===== src/rtl/wdog_pkg.sv =====
package wdog_pkg;

   localparam int REG_W = 32;

   // word addresses
   localparam int unsigned ADR_CTRL = 0;
   localparam int unsigned ADR_MODE = 1;
   localparam int unsigned ADR_TERM = 2;
   localparam int unsigned ADR_STAT = 3;
   localparam int unsigned ADR_CNT  = 4;

   // bit positions
   localparam int CTRL_RUN_B = 0;
   localparam int CTRL_WDM_B = 1;
   localparam int MODE_ACT_B = 16;
   localparam int MODE_IE_B  = 15;
   localparam int MODE_DIS_B = 7;
   localparam int MODE_CLR_B = 0;
   localparam int STAT_FLG_B = 0;

   typedef struct packed {
      logic wd_mode;
      logic run;
   } ctrl_t;

   typedef struct packed {
      logic act_rst;
      logic irq_en;
   } mode_t;

endpackage


===== src/rtl/wdog_count.sv =====
module wdog_count #(
   parameter int CNT_W    = 32,
   parameter int PRESCALE = 4
) (
   input  logic             clk,
   input  logic             rst_n,
   input  logic             active,
   input  logic             clr,
   input  logic [CNT_W-1:0] term,
   output logic [CNT_W-1:0] cnt,
   output logic             expire
);

   logic             tick;
   logic [CNT_W-1:0] cnt_nx;
   logic             hit;

   generate
      if (PRESCALE == 1) begin : g_nodiv
         assign tick = active;
      end else begin : g_div
         localparam int PW = $clog2(PRESCALE);
         localparam logic [PW-1:0] PLAST = PW'(PRESCALE - 1);
         logic [PW-1:0] pre;
         always_ff @(posedge clk or negedge rst_n) begin
            if (!rst_n)
               pre <= '0;
            else if (clr)
               pre <= '0;
            else if (active)
               pre <= (pre == PLAST) ? '0 : pre + 1'b1;
         end
         assign tick = active && (pre == PLAST);
      end
   endgenerate

   assign cnt_nx = cnt + CNT_W'(1);
   assign hit    = tick && (cnt_nx == term);
   assign expire = hit && !clr;

   always_ff @(posedge clk or negedge rst_n) begin
      if (!rst_n)
         cnt <= '0;
      else if (clr)
         cnt <= '0;
      else if (tick)
         cnt <= hit ? '0 : cnt_nx;
   end

endmodule


===== src/rtl/wdog_event.sv =====
module wdog_event (
   input  logic clk,
   input  logic rst_n,
   input  logic expire,
   input  logic act_rst,
   input  logic irq_en,
   input  logic flag_w1c,
   output logic flag,
   output logic nmi_req,
   output logic mrst_req
);

   always_ff @(posedge clk or negedge rst_n) begin
      if (!rst_n) begin
         flag     <= 1'b0;
         mrst_req <= 1'b0;
      end else begin
         if (expire && !act_rst)
            flag <= 1'b1;
         else if (flag_w1c)
            flag <= 1'b0;
         mrst_req <= expire && act_rst;
      end
   end

   assign nmi_req = flag && irq_en;

endmodule


===== src/rtl/wdog_regs.sv =====
module wdog_regs
   import wdog_pkg::*;
#(
   parameter int ADDR_W = 3,
   parameter int CNT_W  = 32
) (
   input  logic              clk,
   input  logic              rst_n,
   input  logic              wr_en,
   input  logic              rd_en,
   input  logic [ADDR_W-1:0] addr,
   input  logic [REG_W-1:0]  wr_data,
   input  logic              flag,
   input  logic [CNT_W-1:0]  cnt,
   output ctrl_t             ctrl,
   output mode_t             mode,
   output logic [CNT_W-1:0]  term,
   output logic              clr_cmd,
   output logic              dis_cmd,
   output logic              flag_w1c,
   output logic [REG_W-1:0]  rd_data
);

   logic             sel_ctrl, sel_mode, sel_term, sel_stat, sel_cnt;
   logic [REG_W-1:0] rd_mux;
   logic             unused_wbits;

   assign sel_ctrl = (addr == ADDR_W'(ADR_CTRL));
   assign sel_mode = (addr == ADDR_W'(ADR_MODE));
   assign sel_term = (addr == ADDR_W'(ADR_TERM));
   assign sel_stat = (addr == ADDR_W'(ADR_STAT));
   assign sel_cnt  = (addr == ADDR_W'(ADR_CNT));

   assign clr_cmd  = wr_en && sel_mode && wr_data[MODE_CLR_B];
   assign dis_cmd  = wr_en && sel_mode && wr_data[MODE_DIS_B];
   assign flag_w1c = wr_en && sel_stat && wr_data[STAT_FLG_B];
   assign unused_wbits = ^wr_data;

   always_ff @(posedge clk or negedge rst_n) begin
      if (!rst_n) begin
         ctrl <= '0;
         mode <= '0;
         term <= '1;
      end else begin
         if (dis_cmd)
            ctrl <= '0;
         else if (wr_en && sel_ctrl) begin
            ctrl.run     <= wr_data[CTRL_RUN_B];
            ctrl.wd_mode <= wr_data[CTRL_WDM_B];
         end
         if (wr_en && sel_mode) begin
            mode.act_rst <= wr_data[MODE_ACT_B];
            mode.irq_en  <= wr_data[MODE_IE_B];
         end
         if (wr_en && sel_term)
            term <= wr_data[CNT_W-1:0];
      end
   end

   always_comb begin
      rd_mux = '0;
      if (sel_ctrl) begin
         rd_mux[CTRL_RUN_B] = ctrl.run;
         rd_mux[CTRL_WDM_B] = ctrl.wd_mode;
      end else if (sel_mode) begin
         rd_mux[MODE_ACT_B] = mode.act_rst;
         rd_mux[MODE_IE_B]  = mode.irq_en;
      end else if (sel_term) begin
         rd_mux = REG_W'(term);
      end else if (sel_stat) begin
         rd_mux[STAT_FLG_B] = flag;
      end else if (sel_cnt) begin
         rd_mux = REG_W'(cnt);
      end
   end

   always_ff @(posedge clk or negedge rst_n) begin
      if (!rst_n)
         rd_data <= '0;
      else if (rd_en)
         rd_data <= rd_mux;
   end

endmodule


===== src/rtl/expiry_watchdog.sv =====
module expiry_watchdog
   import wdog_pkg::*;
#(
   parameter int ADDR_W   = 3,
   parameter int CNT_W    = 32,
   parameter int PRESCALE = 4
) (
   input  logic              clk,
   input  logic              rst_n,
   input  logic              wr_en,
   input  logic              rd_en,
   input  logic [ADDR_W-1:0] addr,
   input  logic [31:0]       wr_data,
   output logic [31:0]       rd_data,
   output logic              nmi_req,
   output logic              mrst_req
);

   generate
      if (ADDR_W < 3) begin : g_bad_addr
         $fatal(1, "ADDR_W must cover five word addresses");
      end
      if (CNT_W < 2 || CNT_W > REG_W) begin : g_bad_cnt
         $fatal(1, "CNT_W must lie between 2 and the register width");
      end
      if (PRESCALE < 1) begin : g_bad_pre
         $fatal(1, "PRESCALE must be at least 1");
      end
   endgenerate

   ctrl_t            ctrl_q;
   mode_t            mode_q;
   logic [CNT_W-1:0] term_q;
   logic [CNT_W-1:0] cnt_q;
   logic             clr_cmd, dis_cmd, flag_w1c;
   logic             flag_q, expire, active;

   assign active = ctrl_q.run && ctrl_q.wd_mode;

   wdog_regs #(.ADDR_W(ADDR_W), .CNT_W(CNT_W)) u_regs (
      .clk      (clk),
      .rst_n    (rst_n),
      .wr_en    (wr_en),
      .rd_en    (rd_en),
      .addr     (addr),
      .wr_data  (wr_data),
      .flag     (flag_q),
      .cnt      (cnt_q),
      .ctrl     (ctrl_q),
      .mode     (mode_q),
      .term     (term_q),
      .clr_cmd  (clr_cmd),
      .dis_cmd  (dis_cmd),
      .flag_w1c (flag_w1c),
      .rd_data  (rd_data)
   );

   wdog_count #(.CNT_W(CNT_W), .PRESCALE(PRESCALE)) u_count (
      .clk    (clk),
      .rst_n  (rst_n),
      .active (active),
      .clr    (clr_cmd),
      .term   (term_q),
      .cnt    (cnt_q),
      .expire (expire)
   );

   wdog_event u_event (
      .clk      (clk),
      .rst_n    (rst_n),
      .expire   (expire),
      .act_rst  (mode_q.act_rst),
      .irq_en   (mode_q.irq_en),
      .flag_w1c (flag_w1c),
      .flag     (flag_q),
      .nmi_req  (nmi_req),
      .mrst_req (mrst_req)
   );

endmodule


===== config.mk =====
export PLATFORM = sky130hd
export DESIGN_NAME = expiry_watchdog
export DESIGN_NICKNAME = d
export VERILOG_FILES = /design/src/rtl/wdog_pkg.sv /design/src/rtl/wdog_count.sv /design/src/rtl/wdog_event.sv /design/src/rtl/wdog_regs.sv /design/src/rtl/expiry_watchdog.sv
export SDC_FILE = /design/constraint.sdc
export NUM_CORES = 1
export LEC_CHECK = 0
export BUFFER_PORTS_ARGS = -buffer_cell sky130_fd_sc_hd__buf_2
export CAP_MARGIN = 10
export CORE_MARGIN = 3
export CORE_UTILIZATION = 35
export CTS_CLUSTER_DIAMETER = 100
export DETAILED_ROUTE_END_ITERATION = 6
export PLACE_DENSITY_LB_ADDON = 0.3
export SYNTH_ARGS = -nofsm -noshare
export SYNTH_HDL_FRONTEND = slang
export SYNTH_HIERARCHICAL = 1
export SYNTH_SLANG_ARGS = --single-unit

===== constraint.sdc =====
create_clock -name clk -period 4.9 [get_ports clk]
set_input_delay 0.735 -clock clk [delete_from_list [all_inputs] [get_ports clk]]
set_output_delay 0.735 -clock clk [all_outputs]
set_load 0.05 [all_outputs]

==> flow_metrics.tcl, run 1 <==
set metrics [dict create \
    drc_errors 0 \
    ctsHoldBuffers 0 \
    grt_pass1_vias 5105 \
    wl_per_cell_um 19.33 \
    grt_start_max_net_pins 58 \
    grt_pass1_wl_um 28010 \
    fill_cells 1686 \
    groute.usage.overall_pct 17.65 \
    p_leak_uw 0.002733 \
    rsz0062_at_grt "no" \
    ir_worst_vdd_mv 0.1691 \
    port_buffers 72 \
    vias_per_cell 5.597 \
    cts_buffers 9 \
    crit_required_ps 5120 \
    worstPathArrival_ps 4220 \
    clock_skew_ps 8.823 \
    finalCritPeriodShare_pct 81.58 \
    synth_area_per_cell_um2 10.53 \
    first_pass_iters 5 \
    hp-class "in2async" \
    status "finished clean" \
    antenna_left 0 \
    post-route-min-period_ps 3998 \
    tns_ps 0 \
    cp_max_fo 10 \
    ys_warn_count 6 \
    power_density_mw_per_mm2 340.0 \
    dieHeight_um 139.5 \
    finalHoldViolations 0 \
    drtIter0Drc 430 \
    root_buffer "clkbuf_16" \
    drive_gt1_share_pct 30.29 \
    report.final.setup_viol 0 \
    fp.dieW_um 139.5 \
    gp_congestion 0.9457 \
    coreArea_mm2 0.01736 \
    cts_tree "done" \
    syn-num-nets 634 \
    final_nets 683 \
    h-tree-depth 3 \
    wl_um 16860 \
    syn-instance-count 593 \
    end_kind "register" \
    worst_pin_slew_ps 1086 \
    cts.sinks 104 \
    dp_hpwl_um 11980 \
    timing.hold.ws_ps 431.4 \
    drv_slew 0 \
    cts_resized 0 \
    worstSetupPathType "reg2reg" \
    slew_headroom_pct 27.51 \
    overflow 0 \
    critPathLaunchType "register" \
    fp.dieArea_mm2 0.01947 \
    max_freq_ghz 0.2501 \
    start_util_pct 35.96 \
    dr_total_vias 4881 \
    syn-cell-area_mm2 0.006242 \
    setup_ws_ps 902.3 \
    cap_violations 0 \
    clk_pin_slew_ps 60 \
    cts.path.max_buffers 2 \
    antenna_found_initial 0 \
    diodes 0 \
    clock_latency_ps 360 \
    synthToLayoutAreaGrowth_pct 12.39 \
    fin_util_pct 40.42 \
    row_count 48 \
    postCtsSetupBuffers 0 \
    num_io_pins 73 \
    place_ws_ps 980.7 \
]
## routing by layer
| layer | vias up | routed length, um | part of all wire [%] | track usage, % |
|---|---|---|---|---|
| met5 | - | 0 | 0 | 0 |
| met4 | 0 | 243 | 1.4 | 5.048 |
| met3 | 16 | 671 | 4.0 | 3.436 |
| met2 | 115 | 7966 | 47 | 28.04 |
| met1 | 2467 | 7976 | 47 | 24.63 |
| li1 | 2283 | - | - | - |
## worst max-delay path, cell delays in order, from the launching register on
cell and delay, ps:
dfrtp_1 500, ha_1 400, nand4_2 270, nor4_2 620, and4_1 270, o31ai_1 60
nor4_1 380, nand3_1 160, or4_1 580, buf_4 210, nand2b_1 310, nor2_1 100
## sequential cells by signal (all words and copies together), names as in the netlist
signal,flops
u_regs/mode,2
u_count/cnt,32
u_event/flag,1
u_regs/term,32
u_event/mrst_req,1
u_count/g_div.pre,2
u_regs/ctrl,2
u_regs/rd_data,32
## through the flow
step                instances  power [uW]  cell area, um^2
finish                    872        2385             7015
global route              872        2508             7015
CTS                       872        2418             7015
detailed placement        856        1672             6723
global placement          856        1661             6723
floorplan                 593        1516             6242
## worst paths after layout
check / start / to / slack, ps / cells after the start
setup reg to reg: u_count/cnt[0]$_DFFE_PN0P_ / u_count/cnt[26]$_DFFE_PN0P_ / 900 / 11
min in group clk: u_regs/rd_data[17]$_DFFE_PN0P_ / u_regs/rd_data[17]$_DFFE_PN0P_ / 480 / 1
hold reg to reg: u_regs/rd_data[17]$_DFFE_PN0P_ / u_regs/rd_data[17]$_DFFE_PN0P_ / 480 / 1
setup / recovery: u_count/cnt[0]$_DFFE_PN0P_ / u_count/cnt[26]$_DFFE_PN0P_ / 900 / 11
hold / removal: rst_n / u_regs/mode[1]$_DFFE_PN0P_ / 430 / 1
max in group asynchronous: rst_n / u_count/cnt[1]$_DFFE_PN0P_ / 3360 / 2
## report_power, final
part / switching [uW] / leakage (uW) / total (uW) / internal (uW)
combinational: 282 / 0.00138 / 520 / 238
sequential: 129 / 0.00121 / 1140 / 1010
clock: 317 / 0.000140 / 727 / 410
## layout by cell type (no fill, tap or decap), drive strengths merged, types with 6 or more instances in the layout
cell type   n
buf        84
dfrtp      72
nor2       52
a22oi      45
mux2       36
xnor2      35
nand2      32
dfstp      32
o2bb2ai    28
nand4      22
xor2       20
nand3      20
nor3       17
o21ai      15
clkbuf     13
a21oi      12
inv        11
and2        9
nand2b      7
mux2i       7
nor4        7
and3        6
a31oi       6
## cell type report
type	count	area [um^2]	area share [%]
clock buffers	13	250.2	3.567
inverters	11	41.29	0.5885
repair buffers	84	452.9	6.456
multi-input cells	432	3304	47.10
well taps	225	281.5	4.013
flip-flops and latches	104	2643	37.67
clock inverters	3	42.54	0.6064
Note: power is estimated with default switching activity, not from simulation.
==> run 2, diff against run 1 <==
Settings changed: ABC_AREA from default to 1.
Clock period 4.9 ns to 3.6 ns, I/O delays scaled along.
==> run 2 against run 1 <==
Effect of this change:
- via count grew 39%
- final area grew 9.4%
- largest power group unchanged
- non-clock buffer count decreased by 2
- synthesized cell count grew 81%
- highest routed layer unchanged
- total power increased by 29%
- hold slack worse by 210 ps
- sequential cell count unchanged
- sequential power grew 29%
- register-to-register slack worse by 70 ps
- core utilization is 0.20 points higher
- clock skew up 3.2 ps
- combinational power increased by 18%
- critical endpoint is now u_event/flag$_DFFE_PN0P_
==> flow_metrics.tcl, run 2 <==
set metrics [dict create \
    vias_per_cell 4.860 \
    layout_commonest_cell "nand2_1" \
    gp_congestion 0.9794 \
    clock_skew_ps 11.99 \
    report.final.setup_viol 0 \
    cp_max_fo 7 \
    syn-num-nets 1117 \
    top_regs "u_count/cnt x32, u_regs/rd_data x32, u_regs/term x32" \
    status "finished clean" \
    place_ws_ps 891.1 \
    routed.top_layer "met4" \
    critPathBufInv 1 \
    root_buffer "clkbuf_16" \
    worst_path_largest_cell_delay_ps 470 \
    worst_pin_slew_ps 1134 \
    groute.usage.overall_pct 19.93 \
    fp.dieW_um 145.6 \
    final_nets 1172 \
    post-route-min-period_ps 2769 \
    worstSetupPathType "reg2reg" \
    path_delay_family "simple AND/OR/NAND/NOR gates" \
    multi_input_area_mm2 0.003625 \
    drc_errors 0 \
    grt_pass1_wl_um 34040 \
    clock_latency_ps 370 \
    power_density_mw_per_mm2 399.5 \
    synth_area_per_cell_um2 6.337 \
    grt_pass1_vias 6495 \
    fp.dieArea_mm2 0.02119 \
    first_pass_iters 6 \
    max_freq_ghz 0.3612 \
    diodes 0 \
    p_int_uw 2041 \
    num_io_pins 73 \
    wl_um 20970 \
    p_leak_uw 0.004072 \
    setup_ws_ps 831.2 \
    finalHoldViolations 0 \
    h-tree-depth 3 \
    drv_slew 0 \
    synthToLayoutAreaGrowth_pct 12.53 \
    crit_chain "ha_1 -> nand2_2 -> nor2_4 -> nand2_1 -> nor2_2 -> nand2_1 -> nand2_1 -> nand2_1 -> nand2_1 -> nand2_1 -> inv_1 -> nand2_1 -> nor2_1 -> nand2_1 -> nor2_1 -> nand2_1 -> nor2_1 -> nand2_1 -> nand2_1" \
    start_util_pct 36.09 \
    p_sw_share_pct 33.44 \
    final-instance-count-excl-fill 1396 \
    port_buffers 72 \
    pwr-share-seq_pct 47.9 \
    r2r_start "u_count/cnt[0]$_DFFE_PN0P_" \
    r2r_slack_ps 830 \
    dieHeight_um 145.6 \
    cts_resized 0 \
    clk_pin_slew_ps 80 \
    cap_violations 0 \
    cpMostUsedCell "nand2_1" \
    cts_tree "done" \
    drtIter0Drc 472 \
    critPathLaunch "u_count/cnt[0]$_DFFE_PN0P_" \
    coreArea_mm2 0.01889 \
    drive_gt1_share_pct 13.56 \
    rsz0062_at_grt "no" \
    overflow 0 \
    postCtsSetupBuffers 0 \
    antenna_found_initial 0 \
    end_kind "register" \
    crit_required_ps 3900 \
    antenna_left 0 \
    slew_headroom_pct 24.32 \
    ctsHoldBuffers 0 \
    cts.sinks 104 \
    finalCritPeriodShare_pct 76.91 \
    worstPathArrival_ps 3070 \
    dr_total_vias 6785 \
    syn-cell-area_mm2 0.006819 \
    ir_worst_vdd_mv 0.2486 \
    dp_hpwl_um 15330 \
    critPathLaunchType "register" \
    met1Wirelength_um 10160 \
    grt_start_max_net_pins 55 \
    fill_cells 2160 \
    wl_met3_um 822 \
    syn-instance-count 1076 \
    cts.path.max_buffers 2 \
    p_sw_uw 1025 \
    seqCellArea_mm2 0.002643 \
    row_count 50 \
    hp-class "in2async" \
    wl_per_cell_um 15.02 \
    cts_buffers 9 \
    timing.hold.ws_ps 223.5 \
    final_cell_mix "nand2_1 (538), nand3_1 (129), nor2_1 (98)" \
    met2WireLength_um 9553 \
    placed_cells 1380 \
    pwr-share-comb_pct 20.0 \
    tns_ps 0 \
    power.share.clock_pct 32.0 \
    ys_warn_count 6 \
    cp_slowest_cell "dfrtp_1" \
]
run 2: layout make-up:
| cell class | count | area share (%) |
|---|---|---|
| Inverter | 88 | 4.321 |
| Timing Repair Buffer | 82 | 6.033 |
| Sequential cell | 104 | 34.44 |
| Clock buffer | 10 | 3.114 |
| Tap cell | 260 | 4.239 |
| Multi-Input combinational cell | 846 | 47.24 |
| Clock inverter | 6 | 0.6196 |
run 2: per-layer routing:
metal | track usage [%] | vias up
met4 | 6.363 | 0
met3 | 2.491 | 27
li1 | - | 3447
met1 | 27.80 | 3167
met5 | 0 | -
met2 | 32.39 | 144
run 2: final timing paths:
kind	cells past startpoint	end
worst max-delay path	19	u_event/flag$_DFFE_PN0P_
worst min-delay path	1	u_count/cnt[3]$_DFFE_PN0P_
worst max register to register	19	u_event/flag$_DFFE_PN0P_
worst min register to register	2	u_regs/rd_data[8]$_DFFE_PN0P_
max in group asynchronous	2	u_regs/term[9]$_DFFE_PN1P_
min in group clk	3	u_regs/term[4]$_DFFE_PN1P_
run 2: power groups by stage:
stage | combinational [uW] | clock [uW] | sequential, uW
final | 614 | 981 | 1470
after global routing | 694 | 1060 | 1490
after CTS | 620 | 1000 | 1470
after detailed placement | 617 | 0 | 1490
after global placement | 610 | 0 | 1490
after floorplan | 382 | 0 | 1510
run 2: per-stage QoR:
step	cell area (um^2)	util (%)	total power (uW)
floorplan	6819	-	1889
global placement	7387	39.10	2098
detailed placement	7387	39.10	2108
CTS	7674	40.62	3094
global route	7674	40.62	3246
finish	7674	40.62	3066
==> run 3, diff against run 2 <==
Clock period 3.6 ns to 2.7 ns, I/O delays scaled along.
==> run 3 against run 2 <==
Effect of this change:
- largest cell class unchanged
- routed wire length grew 4.2%
- sequential cell count is the same
- the run now ends with negative hold slack left
- sequential share of layout area shrank 1.0 points
- critical path depth is the same
- clock skew shrank 2.5 ps
- final cell count grew 1.7%
- worst setup slack lost 650 ps
- critical endpoint unchanged
==> flow_metrics.tcl, run 3 (same netlist as run 2, synthesis figures left out) <==
set metrics [dict create \
    slew_headroom_pct 67.75 \
    worstPathArrival_ps 2820 \
    clk_pin_slew_ps 80 \
    gp_congestion 0.9298 \
    grt_pass1_vias 6371 \
    ir_worst_vdd_mv 0.2989 \
    cts_tree "done" \
    row_count 50 \
    tns_ps 0 \
    pwr-share-comb_pct 21.0 \
    overflow 0 \
    start_util_pct 36.09 \
    rsz0062_at_grt "no" \
    power.share.clock_pct 31.7 \
    clock_skew_ps 9.451 \
    dp_hpwl_um 16320 \
    dpl-instance-area_mm2 0.007577 \
    crit_chain "ha_2 -> nand2_2 -> nor2_4 -> nand2_2 -> nor2_4 -> nand2_1 -> nand2_1 -> nand2_1 -> nand2_1 -> nand2_1 -> inv_1 -> nand2_1 -> nor2_1 -> nand2_1 -> nor2_1 -> nand2_1 -> nor2_1 -> nand2_1 -> nand2_1" \
    p_leak_uw 0.004187 \
    p_sw_uw 1398 \
    final_cell_mix "nand2_1 (536), nand3_1 (129), nor2_1 (94)" \
    final-instance-count-excl-fill 1420 \
    end_kind "register" \
    crit_required_ps 3000 \
    violations "negative hold slack" \
    dieHeight_um 145.6 \
    cap_violations 0 \
    critPathLaunchType "register" \
    hp-class "in2async" \
    cp_max_fo 5 \
    diodes 0 \
    placed_cells 1402 \
    p_int_uw 2730 \
    h-tree-depth 3 \
    grt_start_max_net_pins 44 \
    cpMostUsedCell "nand2_1" \
    wl_um 21860 \
    cts.path.max_buffers 2 \
    drv_slew 0 \
    clock_latency_ps 360 \
    num_io_pins 73 \
    groute.usage.overall_pct 20.92 \
    status "finished, violations left" \
    coreArea_mm2 0.01889 \
    cts_buffers 9 \
    layout_commonest_cell "nand2_1" \
    p_sw_share_pct 33.87 \
    fp.dieW_um 145.6 \
    dr_total_vias 6785 \
    finalHoldViolations 1 \
    fp.dieArea_mm2 0.02119 \
    timing.hold.ws_ps -1.615 \
    r2r_slack_ps 180 \
    fin_area_mm2 0.007931 \
    synthToLayoutAreaGrowth_pct 16.31 \
    port_buffers 72 \
    worstSetupPathType "reg2reg" \
    drtIter0Drc 577 \
    antenna_left 0 \
    r2r_cells 19 \
    wl_per_cell_um 15.39 \
    finalCritPeriodShare_pct 93.29 \
    pwr-share-seq_pct 47.3 \
    drc_errors 0 \
    final_nets 1196 \
    drive_gt1_share_pct 16.47 \
    worst_pin_slew_ps 483.8 \
    power_density_mw_per_mm2 520.4 \
    cts.sinks 104 \
    grt_pass1_wl_um 35540 \
    worst_path_largest_cell_delay_ps 420 \
    root_buffer "clkbuf_16" \
    antenna_found_initial 0 \
    first_pass_iters 5 \
    max_freq_ghz 0.3970 \
    post-route-min-period_ps 2519 \
    cp_slowest_cell "dfrtp_1" \
    top_regs "u_count/cnt x32, u_regs/rd_data x32, u_regs/term x32" \
    report.final.setup_viol 0 \
    vias_per_cell 4.778 \
]
## run 3: critical path: cells and delay by family, from the launching register on
| family | cells | cell delay [ps] |
|---|---|---|
| simple gates | 17 | 1740 |
| flops | 1 | 420 |
| buf+inv | 1 | 50 |
| fa+ha+maj | 1 | 240 |
## run 3: through the flow
step                utilization (%)  setup slack, ps  hold slack, ps  power [uW]
finish                        41.98            181.3          -1.615        4128
global route                  41.98            1.450           14.30        4385
CTS                           41.63            111.4           5.622        4163
detailed placement            40.11            135.1           404.1        2840
global placement              40.11            163.5           407.0        2824
floorplan                         -            525.5           109.4        2519
## run 3: layout make-up
type	instances	area [um^2]
Clock buffer	9	225.2
Clock inverter	7	62.56
Sequential cell	104	2649
Fill cell	2112	10960
Inverter	88	331.6
Tap cell	260	325.3
Timing Repair Buffer	106	668.1
Multi-Input combinational cell	846	3670
## run 3: power by group through the flow
stage	clock network [uW]	registers [uW]	logic [uW]
floorplan	0	2010	510
global placement	0	1980	847
detailed placement	0	1980	858
CTS	1350	1960	860
global route	1420	1980	985
finish	1310	1950	866
## run 3: path summary, 6_finish.rpt
kind / end / start
max in group asynchronous: u_regs/term[13]$_DFFE_PN1P_ / rst_n
min reg2reg: u_regs/rd_data[26]$_DFFE_PN0P_ / u_regs/rd_data[26]$_DFFE_PN0P_
max reg2reg: u_event/flag$_DFFE_PN0P_ / u_count/cnt[1]$_DFFE_PN0P_
min: u_regs/rd_data[28]$_DFFE_PN0P_ / rst_n
max: u_event/flag$_DFFE_PN0P_ / u_count/cnt[1]$_DFFE_PN0P_
min in group clk: u_regs/term[4]$_DFFE_PN1P_ / wr_data[4]
## run 3: timing repair
item | 4_1_cts | 5_1_grt
hold buffers | 0 | 0
setup buffers | 0 | 2
gates resized for setup | 0 | 19
endpoints found under the setup margin | 0 | 34
## run 3: routing by layer
| layer | global-route usage [%] | part of all wire, % | up-vias |
|---|---|---|---|
| met5 | 0 | 0 | - |
| met4 | 5.128 | 1.5 | 0 |
| met3 | 3.114 | 3.9 | 18 |
| met2 | 33.28 | 45 | 152 |
| met1 | 30.10 | 50 | 3132 |
| li1 | - | - | 3483 |
